### config.mk
export PLATFORM = sky130hd
export DESIGN_NAME = irq_prio_regs
export DESIGN_NICKNAME = d
export VERILOG_FILES = /design/src/rtl/irq_prio_pkg.sv /design/src/rtl/irq_prio_bank.sv /design/src/rtl/irq_prio_lane_ctl.sv /design/src/rtl/irq_prio_regs.sv
export SDC_FILE = /design/constraint.sdc
export NUM_CORES = 1
export LEC_CHECK = 0
export ABC_AREA = 1
export ABC_CLOCK_PERIOD_IN_PS = 4450
export CAP_MARGIN = 20
export CORE_MARGIN = 3
export CORE_UTILIZATION = 39
export DETAILED_ROUTE_END_ITERATION = 12
export DONT_BUFFER_PORTS = 1
export GPL_ROUTABILITY_DRIVEN = 0
export HOLD_SLACK_MARGIN = 0.03
export SYNTH_ARGS = -nofsm -noshare
export SYNTH_HDL_FRONTEND = slang
export SYNTH_HIERARCHICAL = 1
export SYNTH_SLANG_ARGS = --single-unit
export TNS_END_PERCENT = 10
### constraint.sdc
create_clock -name clk -period 4.45 [get_ports clk]
set_input_delay 0.6675 -clock clk [delete_from_list [all_inputs] [get_ports clk]]
set_output_delay 0.6675 -clock clk [all_outputs]
set_load 0.05 [all_outputs]
### src/rtl/irq_prio_pkg.sv
package irq_prio_pkg;

  localparam int PRIO_W       = 8;
  localparam int LANES        = 4;
  localparam int FIRST_SHARED = 32;

  typedef enum logic [1:0] {
    ACC_BYTE = 2'd0,
    ACC_HALF = 2'd1,
    ACC_WORD = 2'd2,
    ACC_RSVD = 2'd3
  } acc_size_e;

  // non-secure write: forced into the lower-priority half
  function automatic logic [PRIO_W-1:0] ns_store(input logic [PRIO_W-1:0] v);
    return {1'b1, v[PRIO_W-1:1]};
  endfunction

  // non-secure read view of a stored priority
  function automatic logic [PRIO_W-1:0] ns_view(input logic [PRIO_W-1:0] p);
    return {p[PRIO_W-2:0], 1'b0};
  endfunction

endpackage

### src/rtl/irq_prio_bank.sv
module irq_prio_bank import irq_prio_pkg::*; #(
  parameter int ROWS  = 16,
  parameter int ROW_W = 4
) (
  input  logic              clk,
  input  logic              rst,
  input  logic              we,
  input  logic              re,
  input  logic [ROW_W-1:0]  addr,
  input  logic [PRIO_W-1:0] wdata,
  output logic [PRIO_W-1:0] rdata
);

  logic [PRIO_W-1:0] mem [ROWS];
  logic [ROWS-1:0]   written;
  logic [PRIO_W-1:0] q;
  logic              q_written;

  // storage array without reset so it maps onto block RAM
  always_ff @(posedge clk) begin
    if (we) mem[addr] <= wdata;
    if (re) q <= mem[addr];
  end

  // per-row written flags stand in for a zeroed memory after reset
  always_ff @(posedge clk) begin
    if (rst) begin
      written   <= '0;
      q_written <= 1'b0;
    end else begin
      if (we) written[addr] <= 1'b1;
      if (re) q_written <= written[addr];
    end
  end

  assign rdata = q_written ? q : '0;

endmodule

### src/rtl/irq_prio_lane_ctl.sv
module irq_prio_lane_ctl import irq_prio_pkg::*; #(
  parameter int NUM_IRQ = 64,
  parameter int ADDR_W  = 10,
  parameter int LANE    = 0
) (
  input  logic               req_valid,
  input  logic               req_write,
  input  logic               is_byte,
  input  logic               is_word,
  input  logic               ns_restrict,
  input  logic               wr_accept,
  input  logic [ADDR_W-1:0]  req_offset,
  input  logic [31:0]        req_wdata,
  input  logic [NUM_IRQ-1:0] group_bits,
  output logic               lane_we,
  output logic               lane_re,
  output logic [PRIO_W-1:0]  lane_wdata
);

  localparam int IDX_W = (NUM_IRQ > 1) ? $clog2(NUM_IRQ) : 1;
  localparam logic [1:0]      LSEL     = 2'(LANE);
  localparam logic [ADDR_W:0] FIRST_ID = (ADDR_W+1)'(FIRST_SHARED);
  localparam logic [ADDR_W:0] LIMIT_ID = (ADDR_W+1)'(NUM_IRQ);

  logic [ADDR_W-1:0] irq;
  logic [IDX_W-1:0]  gidx;
  logic              in_range, grp, sel, perm;
  logic [PRIO_W-1:0] raw;

  always_comb begin
    irq      = {req_offset[ADDR_W-1:2], LSEL};
    gidx     = irq[IDX_W-1:0];
    in_range = ({1'b0, irq} >= FIRST_ID) && ({1'b0, irq} < LIMIT_ID);
    grp      = in_range ? group_bits[gidx] : 1'b0;
    sel      = is_word || (is_byte && (req_offset[1:0] == LSEL));
    perm     = !ns_restrict || grp;
    raw      = is_word ? req_wdata[8*LANE +: 8] : req_wdata[7:0];
  end

  assign lane_re    = req_valid && !req_write && sel && in_range && perm;
  assign lane_we    = req_valid && req_write && wr_accept && sel && in_range && perm;
  assign lane_wdata = ns_restrict ? ns_store(raw) : raw;

endmodule

### src/rtl/irq_prio_regs.sv
module irq_prio_regs import irq_prio_pkg::*; #(
  parameter int NUM_IRQ = 64,
  parameter int ADDR_W  = 10
) (
  input  logic               clk,
  input  logic               rst,
  input  logic               req_valid,
  input  logic               req_write,
  input  logic [1:0]         req_size,
  input  logic               req_secure,
  input  logic [ADDR_W-1:0]  req_offset,
  input  logic [31:0]        req_wdata,
  input  logic [NUM_IRQ-1:0] group_bits,
  input  logic               sec_disable,
  output logic               rsp_valid,
  output logic [31:0]        rsp_data,
  output logic               upd_valid,
  output logic [ADDR_W-1:0]  upd_irq
);

  localparam int ROWS  = (NUM_IRQ + LANES - 1) / LANES;
  localparam int ROW_W = (ROWS > 1) ? $clog2(ROWS) : 1;
  localparam logic [ADDR_W:0] FIRST_ID = (ADDR_W+1)'(FIRST_SHARED);
  localparam logic [ADDR_W:0] LIMIT_ID = (ADDR_W+1)'(NUM_IRQ);

  acc_size_e         sz;
  logic              is_byte, is_word, ns_restrict;
  logic              byte_ok, word_ok, wr_accept;
  logic [ADDR_W-1:0] base;
  logic [ROW_W-1:0]  row;

  always_comb begin
    sz          = acc_size_e'(req_size);
    is_byte     = (sz == ACC_BYTE);
    is_word     = (sz == ACC_WORD);
    ns_restrict = !req_secure && !sec_disable;
    base        = {req_offset[ADDR_W-1:2], 2'b00};
    byte_ok     = ({1'b0, req_offset} >= FIRST_ID) && ({1'b0, req_offset} < LIMIT_ID);
    word_ok     = ({1'b0, base} >= FIRST_ID) &&
                  (({1'b0, base} + (ADDR_W+1)'(3)) < LIMIT_ID);
    wr_accept   = is_byte ? byte_ok : (is_word ? word_ok : 1'b0);
    row         = req_offset[ROW_W+1:2];
  end

  logic [LANES-1:0] lane_we, lane_re;
  logic [PRIO_W-1:0] lane_wd [LANES];
  logic [PRIO_W-1:0] lane_q  [LANES];

  for (genvar l = 0; l < LANES; l++) begin : g_lane
    irq_prio_lane_ctl #(.NUM_IRQ(NUM_IRQ), .ADDR_W(ADDR_W), .LANE(l)) u_ctl (
      .req_valid  (req_valid),
      .req_write  (req_write),
      .is_byte    (is_byte),
      .is_word    (is_word),
      .ns_restrict(ns_restrict),
      .wr_accept  (wr_accept),
      .req_offset (req_offset),
      .req_wdata  (req_wdata),
      .group_bits (group_bits),
      .lane_we    (lane_we[l]),
      .lane_re    (lane_re[l]),
      .lane_wdata (lane_wd[l])
    );

    irq_prio_bank #(.ROWS(ROWS), .ROW_W(ROW_W)) u_bank (
      .clk  (clk),
      .rst  (rst),
      .we   (lane_we[l]),
      .re   (lane_re[l]),
      .addr (row),
      .wdata(lane_wd[l]),
      .rdata(lane_q[l])
    );

    // every non-secure store lands in the lower-priority half
    assert_ns_store_high_R7: assert property (@(posedge clk) disable iff (rst)
      (req_valid && req_write && !req_secure && !sec_disable && lane_we[l])
        |-> lane_wd[l][PRIO_W-1]);
  end

  // stage 1: control travelling alongside the bank read
  logic             s1_rd, s1_ns, s1_byte;
  logic [1:0]       s1_lane;
  logic [LANES-1:0] s1_ok;

  always_ff @(posedge clk) begin
    if (rst) begin
      s1_rd   <= 1'b0;
      s1_ok   <= '0;
      s1_ns   <= 1'b0;
      s1_byte <= 1'b0;
      s1_lane <= '0;
    end else begin
      s1_rd   <= req_valid && !req_write;
      s1_ok   <= lane_re;
      s1_ns   <= ns_restrict;
      s1_byte <= is_byte;
      s1_lane <= req_offset[1:0];
    end
  end

  // stage 2: view translation and lane packing
  logic [PRIO_W-1:0] view [LANES];
  logic [31:0]       rd_next;

  always_comb begin
    for (int l = 0; l < LANES; l++) begin
      view[l] = s1_ok[l] ? (s1_ns ? ns_view(lane_q[l]) : lane_q[l]) : '0;
    end
    rd_next = s1_byte ? {24'h0, view[s1_lane]} : {view[3], view[2], view[1], view[0]};
  end

  always_ff @(posedge clk) begin
    if (rst) begin
      rsp_valid <= 1'b0;
      rsp_data  <= '0;
      upd_valid <= 1'b0;
      upd_irq   <= '0;
    end else begin
      rsp_valid <= s1_rd;
      rsp_data  <= s1_rd ? rd_next : '0;
      upd_valid <= req_valid && req_write && wr_accept;
      upd_irq   <= is_word ? base : req_offset;
    end
  end

  assert_rd_latency_R11: assert property (@(posedge clk) disable iff (rst)
    (req_valid && !req_write) |=> ##1 rsp_valid);

  assert_half_rd_zero_R10: assert property (@(posedge clk) disable iff (rst)
    (req_valid && !req_write && req_size == ACC_HALF) |=> ##1 (rsp_data == 32'h0));

  assert_half_no_upd_R10: assert property (@(posedge clk) disable iff (rst)
    (req_valid && req_write && req_size == ACC_HALF) |=> !upd_valid);

  assert_ns_view_even_R6: assert property (@(posedge clk) disable iff (rst)
    (req_valid && !req_write && !req_secure && !sec_disable)
      |=> ##1 ((rsp_data & 32'h01010101) == 32'h0));

  assert_upd_range_R12: assert property (@(posedge clk) disable iff (rst)
    upd_valid |-> (({1'b0, upd_irq} >= FIRST_ID) && ({1'b0, upd_irq} < LIMIT_ID)));

  assert_upd_cause_R12: assert property (@(posedge clk) disable iff (rst)
    upd_valid |-> $past(req_valid && req_write));

endmodule

==> flow_summary.ini, run 1 <==
[status]
status = complete, no violations

[place]
dp_slack_ns = 1.12
port-buffer-count = 0
numPlacedInstances = 3379
dp_hpwl_mm = 46.5
post_dp_cell_area_um2 = 28000

[min_path]
type_of_the_worst_min_delay_path = in -> reg
hold_path_startpoint = req_secure

[grt]
grt.overflow.total = 0
grt_pass1_vias = 17471
gr-usage-all-layers_pct = 19.6
grt_start_max_net_pins = 82
grt_first_pass_wirelength_mm = 109
antenna_found_initial = 4

[timing]
finalHoldViolCount = 0
fin_tns_setup_ns = 0
finalHoldWorstSlack_ns = 0.121
final.setup.worst_slack_ns = 1.76
final_period_util_pct = 60.4
achievable-frequency_mhz = 372
worstMarginPinSlew_ns = 1.08
maxSlewViolCount = 0
worst_clock_skew_ns = 0.0149
rsz0062_at_grt = false
slew-limit-headroom_pct = 27.3
finalWorstPathRequiredPeriod_ns = 2.69
report.final.setup_viol = 0

[synth]
synth_area_um2 = 27300
yosys-top-cells-area = sky130_fd_sc_hd__edfxtp_1, sky130_fd_sc_hd__nand2_1, sky130_fd_sc_hd__dfxtp_1
synth_top_area_share_pct = 59.7
yosysWarningCount = 6
synthArstFlopShare_pct = 0
syn-mean-instance-area_um2 = 10.9
synth-main-ff-cell = sky130_fd_sc_hd__edfxtp_1
post_synth_fa_ha_maj_area_fraction_pct = 0
syn_inst = 2507
synth.area.mux_share_pct = 0.769
post_synth_num_cell_types = 35
synth_compound_gate_area_share_pct = 3.70
synth_top_area_cell = sky130_fd_sc_hd__edfxtp_1
number_of_flops_mapped_to_enable_cells_by_yosys = 544
synth_simple_gate_area_share_pct = 21.8
synth_sequential_area_ratio_pct = 68.6
postSynthNetCount = 2621
yosys_register_bits = 665
largest_family_of_logic_cells_by_synthesized_area = simple AND/OR/NAND/NOR gates
synth_xor_xnor_area_share_pct = 0

[power]
p_seq_share_pct = 52.3
leakagePower_nw = 10.8
swShare_pct = 22.3
netSwitchingPower_mw = 2.91
cellInternalPower_mw = 10.1
clkPwrFrac_pct = 42.6
worst_ir_drop_vdd_mv = 0.248
combinationalPowerShare_pct = 5.1
powerDensity_nw_per_um2 = 431
power_mw = 13.0

[floorplanning]
initial_utilization_pct = 39.6
rows = 96
chipWidth_um = 271
fp.dieArea_um2 = 73300
die_h_um = 271
design.core.area_um2 = 69100
design.portCount = 158

[worst_setup_path]
crit_path_start = req_size[1]
end_kind = flip-flop
worst-setup-path-type = in -> reg
worst-path-max-fanout = 15
arrival_ns = 2.92
required_ns = 4.68
critical_path.reg2reg.startpoint = s1_ns
worst-r2r-setup-slack_ns = 2.72
setup.worst_path.start_class = input port

[detailed_routing]
drt_iter0_markers = 2048
via_count = 18348
wl_per_cell_um = 20.7
drt_pass1_iterations = 7
detail_route.vias_per_cell = 5.23
route.antenna.remaining_nets = 0
drt_drc_violations_left = 0
postRouteWirelength_mm = 72.8

[clock_tree]
insertion_delay_ns = 0.62
cts-resized-gates = 0
htreeDepth = 3
cts.sink_count = 665
clkTransAtPathRegs_ns = 0.06
cts-buffers-inserted = 69
tritoncts = built
hold_buffers = 0
clock_path_buffers = 3
cts.root.buffer_cell = sky130_fd_sc_hd__clkbuf_16
post-cts-setup-buffer-count = 0

[job]
maxCapViolCount = 0

[layout]
n_fill_cell = 6318
drive_gt1_share_pct = 8.53
final_core_util_pct = 43.8
num_antenna_cells = 0
final-instance-count-excl-fill = 3509
syn2layout_area_growth_pct = 10.7
nNetsFinal = 2636
stdcell_area_um2 = 30300
==> flip-flops by register name, indices dropped and copies added, names as in the netlist <==
signal / flops
s1_byte: 1
s1_ok: 4
s1_lane: 2
s1_rd: 1
g_lane.u_bank/q: 32
upd_irq: 10
g_lane.u_bank/q_written: 4
upd_valid: 1
rsp_valid: 1
rsp_data: 32
g_lane.u_bank/mem: 512
g_lane.u_bank/written: 64
s1_ns: 1
==> final cells by class <==
class	count	area (um2)	share of cell area (%)
Clock buffer	99	1960	6.48
Clock inverter	28	243	0.802
Inverter	185	694	2.29
Multi-Input combinational cell	1569	7210	23.8
Sequential cell	665	18800	62.0
Tap cell	931	1160	3.85
Timing Repair Buffer	32	240	0.793
==> worst paths after layout <==
kind / to / cells after the start
min reg2reg: g_lane[2].u_bank/written[9] / 2
min: s1_ns / 1
max reg2reg: rsp_data[3] / 6
max: g_lane[2].u_bank/mem[2][1] / 10
==> power by group through the flow <==
stage,registers [mW],logic (mW),clock network (mW)
after global placement,6.96,0.634,0
after CTS,6.82,0.653,5.67
after detailed placement,6.96,0.652,0
final,6.82,0.661,5.56
after global routing,6.82,0.723,5.90
after floorplan,6.95,0.454,0
==> cell usage in the layout, fill, tap and decap left out, types with 32 or more instances in the layout <==
cell | netlist | routed
sky130_fd_sc_hd__a22oi_1 | 49 | 49
sky130_fd_sc_hd__buf_4 | 11 | 32
sky130_fd_sc_hd__clkbuf_16 | 0 | 69
sky130_fd_sc_hd__dfxtp_1 | 121 | 121
sky130_fd_sc_hd__edfxtp_1 | 544 | 544
sky130_fd_sc_hd__inv_1 | 160 | 160
sky130_fd_sc_hd__nand2_1 | 878 | 878
sky130_fd_sc_hd__nand3_1 | 51 | 51
sky130_fd_sc_hd__nand4_1 | 140 | 140
sky130_fd_sc_hd__nor2_1 | 259 | 256
sky130_fd_sc_hd__o21ai_0 | 43 | 38
==> Yosys cell counts (all sizes together) (3+ instances only) <==
cell and count:
nor3 19, mux2i 21, or2 3, a22oi 67, edfxtp 544, nand2 885, inv 177, o21a 8
buf 66, dfxtp 121, nand3b 8, nor2 288, clkbuf 22, o21ai 43, nand3 58, nand4 140
a21oi 27, clkinv 8
==> per-layer routing <==
| metal | vias up | share of wire (%) | routed length [um] | global-route usage [%] |
|---|---|---|---|---|
| met4 | 6 | 2.3 | 1650 | 5.32 |
| met3 | 125 | 9.7 | 7040 | 5.34 |
| met5 | - | 0.051 | 37 | 0 |
| li1 | 8541 | - | - | - |
| met2 | 817 | 44 | 32000 | 29.7 |
| met1 | 8859 | 44 | 32000 | 27.8 |
==> worst max-delay path, cell delays in order <==
cell and delay (ns):
sky130_fd_sc_hd__inv_1 0.04, sky130_fd_sc_hd__nor2_4 0.40, sky130_fd_sc_hd__inv_1 0.14, sky130_fd_sc_hd__nand2_1 0.18, sky130_fd_sc_hd__nand4_1 0.12, sky130_fd_sc_hd__a21oi_1 0.21
sky130_fd_sc_hd__inv_1 0.13, sky130_fd_sc_hd__nor3_1 0.18, sky130_fd_sc_hd__inv_1 0.12, sky130_fd_sc_hd__nor2_1 0.74
==> logic make-up (layout without fill, tap and decap cells) <==
kind of cell | count (synthesis) | in the layout
AOI/OAI and AO/OA | 146 | 146
buffers and inverters | 273 | 344
DFF | 665 | 665
muxes | 21 | 21
and+or+nand+nor | 1402 | 1402
Note: power is estimated with default switching activity, not from simulation.
==> inputs of run 2 (changes only) <==
--- a/config.mk
+++ b/config.mk
@@ -6,7 +6,7 @@
 export NUM_CORES = 1
 export LEC_CHECK = 0
 export ABC_AREA = 1
-export ABC_CLOCK_PERIOD_IN_PS = 4450
+export ABC_CLOCK_PERIOD_IN_PS = 2300
 export CAP_MARGIN = 20
 export CORE_MARGIN = 3
 export CORE_UTILIZATION = 39
==> constraint.sdc (replaced) <==
create_clock -name clk -period 2.3 [get_ports clk]
set_input_delay 0.345 -clock clk [delete_from_list [all_inputs] [get_ports clk]]
set_output_delay 0.345 -clock clk [all_outputs]
set_load 0.05 [all_outputs]
==> run 2 against run 1 <==
Net effect:
- global-route usage increased by 0.54 points
- combinational power increased by 120%
- via count increased by 2.5%
- clock skew increased by 0.00059 ns
- critical endpoint is now g_lane[2].u_bank/mem[15][3]
- largest power group unchanged
==> flow_summary.ini, run 2 (synthesis results as in run 1) <==
[status]
status = complete, no violations

[timing]
worstMarginPinSlew_ns = 0.690
finalHoldWorstSlack_ns = 0.0896
fin_tns_setup_ns = 0
finalWorstPathRequiredPeriod_ns = 2.28
report.final.setup_viol = 0
achievable-frequency_mhz = 439
maxSlewViolCount = 0
slew-limit-headroom_pct = 53.9
final_period_util_pct = 99.1
worst_clock_skew_ns = 0.0155
finalHoldViolCount = 0
final.setup.worst_slack_ns = 0.0203

[layout]
stdcell_area_um2 = 31600
final_core_util_pct = 45.8
syn2layout_area_growth_pct = 15.7
final-instance-count-excl-fill = 3638
final_common_cell = sky130_fd_sc_hd__nand2_1
largestRegisters = g_lane.u_bank/mem (512), g_lane.u_bank/written (64)
largest_register_ff_count = 512
drive_gt1_share_pct = 12.5
registers.top_by_ff_count = g_lane.u_bank/mem
leading_cell_types_in_the_layout_fill_and_taps_excluded = sky130_fd_sc_hd__nand2_1, sky130_fd_sc_hd__edfxtp_1, sky130_fd_sc_hd__nor2_1, sky130_fd_sc_hd__inv_1, sky130_fd_sc_hd__nand4_1
nNetsFinal = 2766

[detailed_routing]
drt_drc_violations_left = 0
via_count = 18813
wl_per_cell_um = 20.5
drt_pass1_iterations = 6
detail_route.vias_per_cell = 5.17
postRouteWirelength_mm = 74.7
drt_iter0_markers = 1961
route.antenna.remaining_nets = 0

[min_path]
type_of_the_worst_min_delay_path = in -> reg

[power]
worst_ir_drop_vdd_mv = 0.491
powerDensity_nw_per_um2 = 813
leakagePower_nw = 11.6
power_mw = 25.7

[clock_tree]
clkTransAtPathRegs_ns = 0.06
cts-buffers-inserted = 68
cts.sink_count = 665
tritoncts = built
htreeDepth = 3
cts.root.buffer_cell = sky130_fd_sc_hd__clkbuf_16
insertion_delay_ns = 0.59
clock_path_buffers = 3

[worst_setup_path]
worst-path-max-fanout = 16
arrival_ns = 2.60
critical_path.most_common_cell = sky130_fd_sc_hd__buf_4
cp_cell_sequence = dlygate4sd3_1, nor2_4, buf_4, buf_4, mux2i_2, inv_1, nand2_1, o21ai_0, buf_4
critical_path.max_stage_delay_ns = 0.60
crit_path_start = req_size[0]
worst-setup-path-type = in -> reg
crit_path_end = g_lane[2].u_bank/mem[15][3]
setup.worst_path.start_class = input port
worst-r2r-setup-slack_ns = 0.63
reg2regPathDepth = 4
required_ns = 2.62
end_kind = flip-flop
timing.rr.end = rsp_data[16]
cell_at_the_slowest_stage_of_the_critical_path = sky130_fd_sc_hd__dlygate4sd3_1
critical_path.reg2reg.startpoint = s1_rd

[grt]
grt_start_max_net_pins = 80
gr-usage-all-layers_pct = 20.1
grt_first_pass_wirelength_mm = 111
grt_pass1_vias = 17908
grt_busiest_layer = met2
grt.overflow.total = 0
groute.layer.met3.usage_pct = 5.11
global_route_met1_utilization_pct = 28.9
antenna_found_initial = 3
global_route_met2_usage_pct = 30.7

[floorplanning]
die_h_um = 271
chipWidth_um = 271
rows = 96
fp.dieArea_um2 = 73300
initial_utilization_pct = 39.6
design.portCount = 158
design.core.area_um2 = 69100

[place]
port-buffer-count = 0
dp_slack_ns = -0.0782
post_dp_cell_area_um2 = 29100
dp_hpwl_mm = 48.8
numPlacedInstances = 3492

[job]
maxCapViolCount = 0
run 2: changes by cell type in the layout (fill, tap and decap cells not counted), moves of 4 or more:
| cell | previous run | this run |
|---|---|---|
| sky130_fd_sc_hd__clkbuf_8 | 12 | 5 |
| sky130_fd_sc_hd__clkbuf_1 | 17 | 9 |
| sky130_fd_sc_hd__clkinv_8 | 4 | 0 |
| sky130_fd_sc_hd__dlygate4sd3_1 | 0 | 17 |
| sky130_fd_sc_hd__buf_12 | 0 | 19 |
| sky130_fd_sc_hd__clkinv_1 | 14 | 18 |
| sky130_fd_sc_hd__bufinv_16 | 1 | 5 |
| sky130_fd_sc_hd__buf_6 | 0 | 4 |
| sky130_fd_sc_hd__buf_4 | 32 | 122 |
| sky130_fd_sc_hd__clkbuf_16 | 69 | 74 |
| sky130_fd_sc_hd__clkinv_2 | 8 | 13 |
run 2: per-layer routing:
layer / wire length, um / part of all wire (%)
met4: 1420 / 1.9
met2: 33300 / 44
met1: 32700 / 44
met5: 13 / 0.017
met3: 7400 / 9.9
run 2: worst min-delay path by stage:
| stage | startpoint | to | slack (ns) | depth (start not counted) |
|---|---|---|---|---|
| floorplan | req_size[0] | s1_byte | 0.42 | 1 |
| detailed placement | req_secure | s1_ns | 0.42 | 1 |
| CTS | req_size[1] | upd_irq[1] | 0.04 | 3 |
| finish | req_offset[8] | upd_valid | 0.09 | 4 |
| global placement | req_secure | s1_ns | 0.42 | 1 |
| global route | req_offset[8] | upd_valid | 0.06 | 4 |
run 2: layout make-up:
cell class | instances | area [um2]
multi-input combinational | 1569 | 7220
clock buffer | 90 | 1960
clock inverter | 34 | 289
tap | 931 | 1160
sequential | 665 | 18800
antenna | 1 | 2.50
inverter | 185 | 694
timing repair buffer | 163 | 1540
fill | 6239 | 37400
run 2: worst max-delay path: cells and delay by family:
family,cells,cell delay (ns)
buffers and inverters,5,1.42
and+or+nand+nor,2,0.34
AOI/OAI and AO/OA,1,0.08
muxes,1,0.40
run 2: power by group:
part,internal (mW),switching [mW]
combinational,0.429,1.04
sequential,13.2,0.0499
clock,6.57,4.49
run 2: what timing repair did:
action | 4_1_cts | 5_1_grt
hold buffers | 18 | 0
resized for setup | 0 | 8
hold endpoints to repair | 88 | 0
setup buffers | 0 | 3
endpoints found under the setup margin | 0 | 475
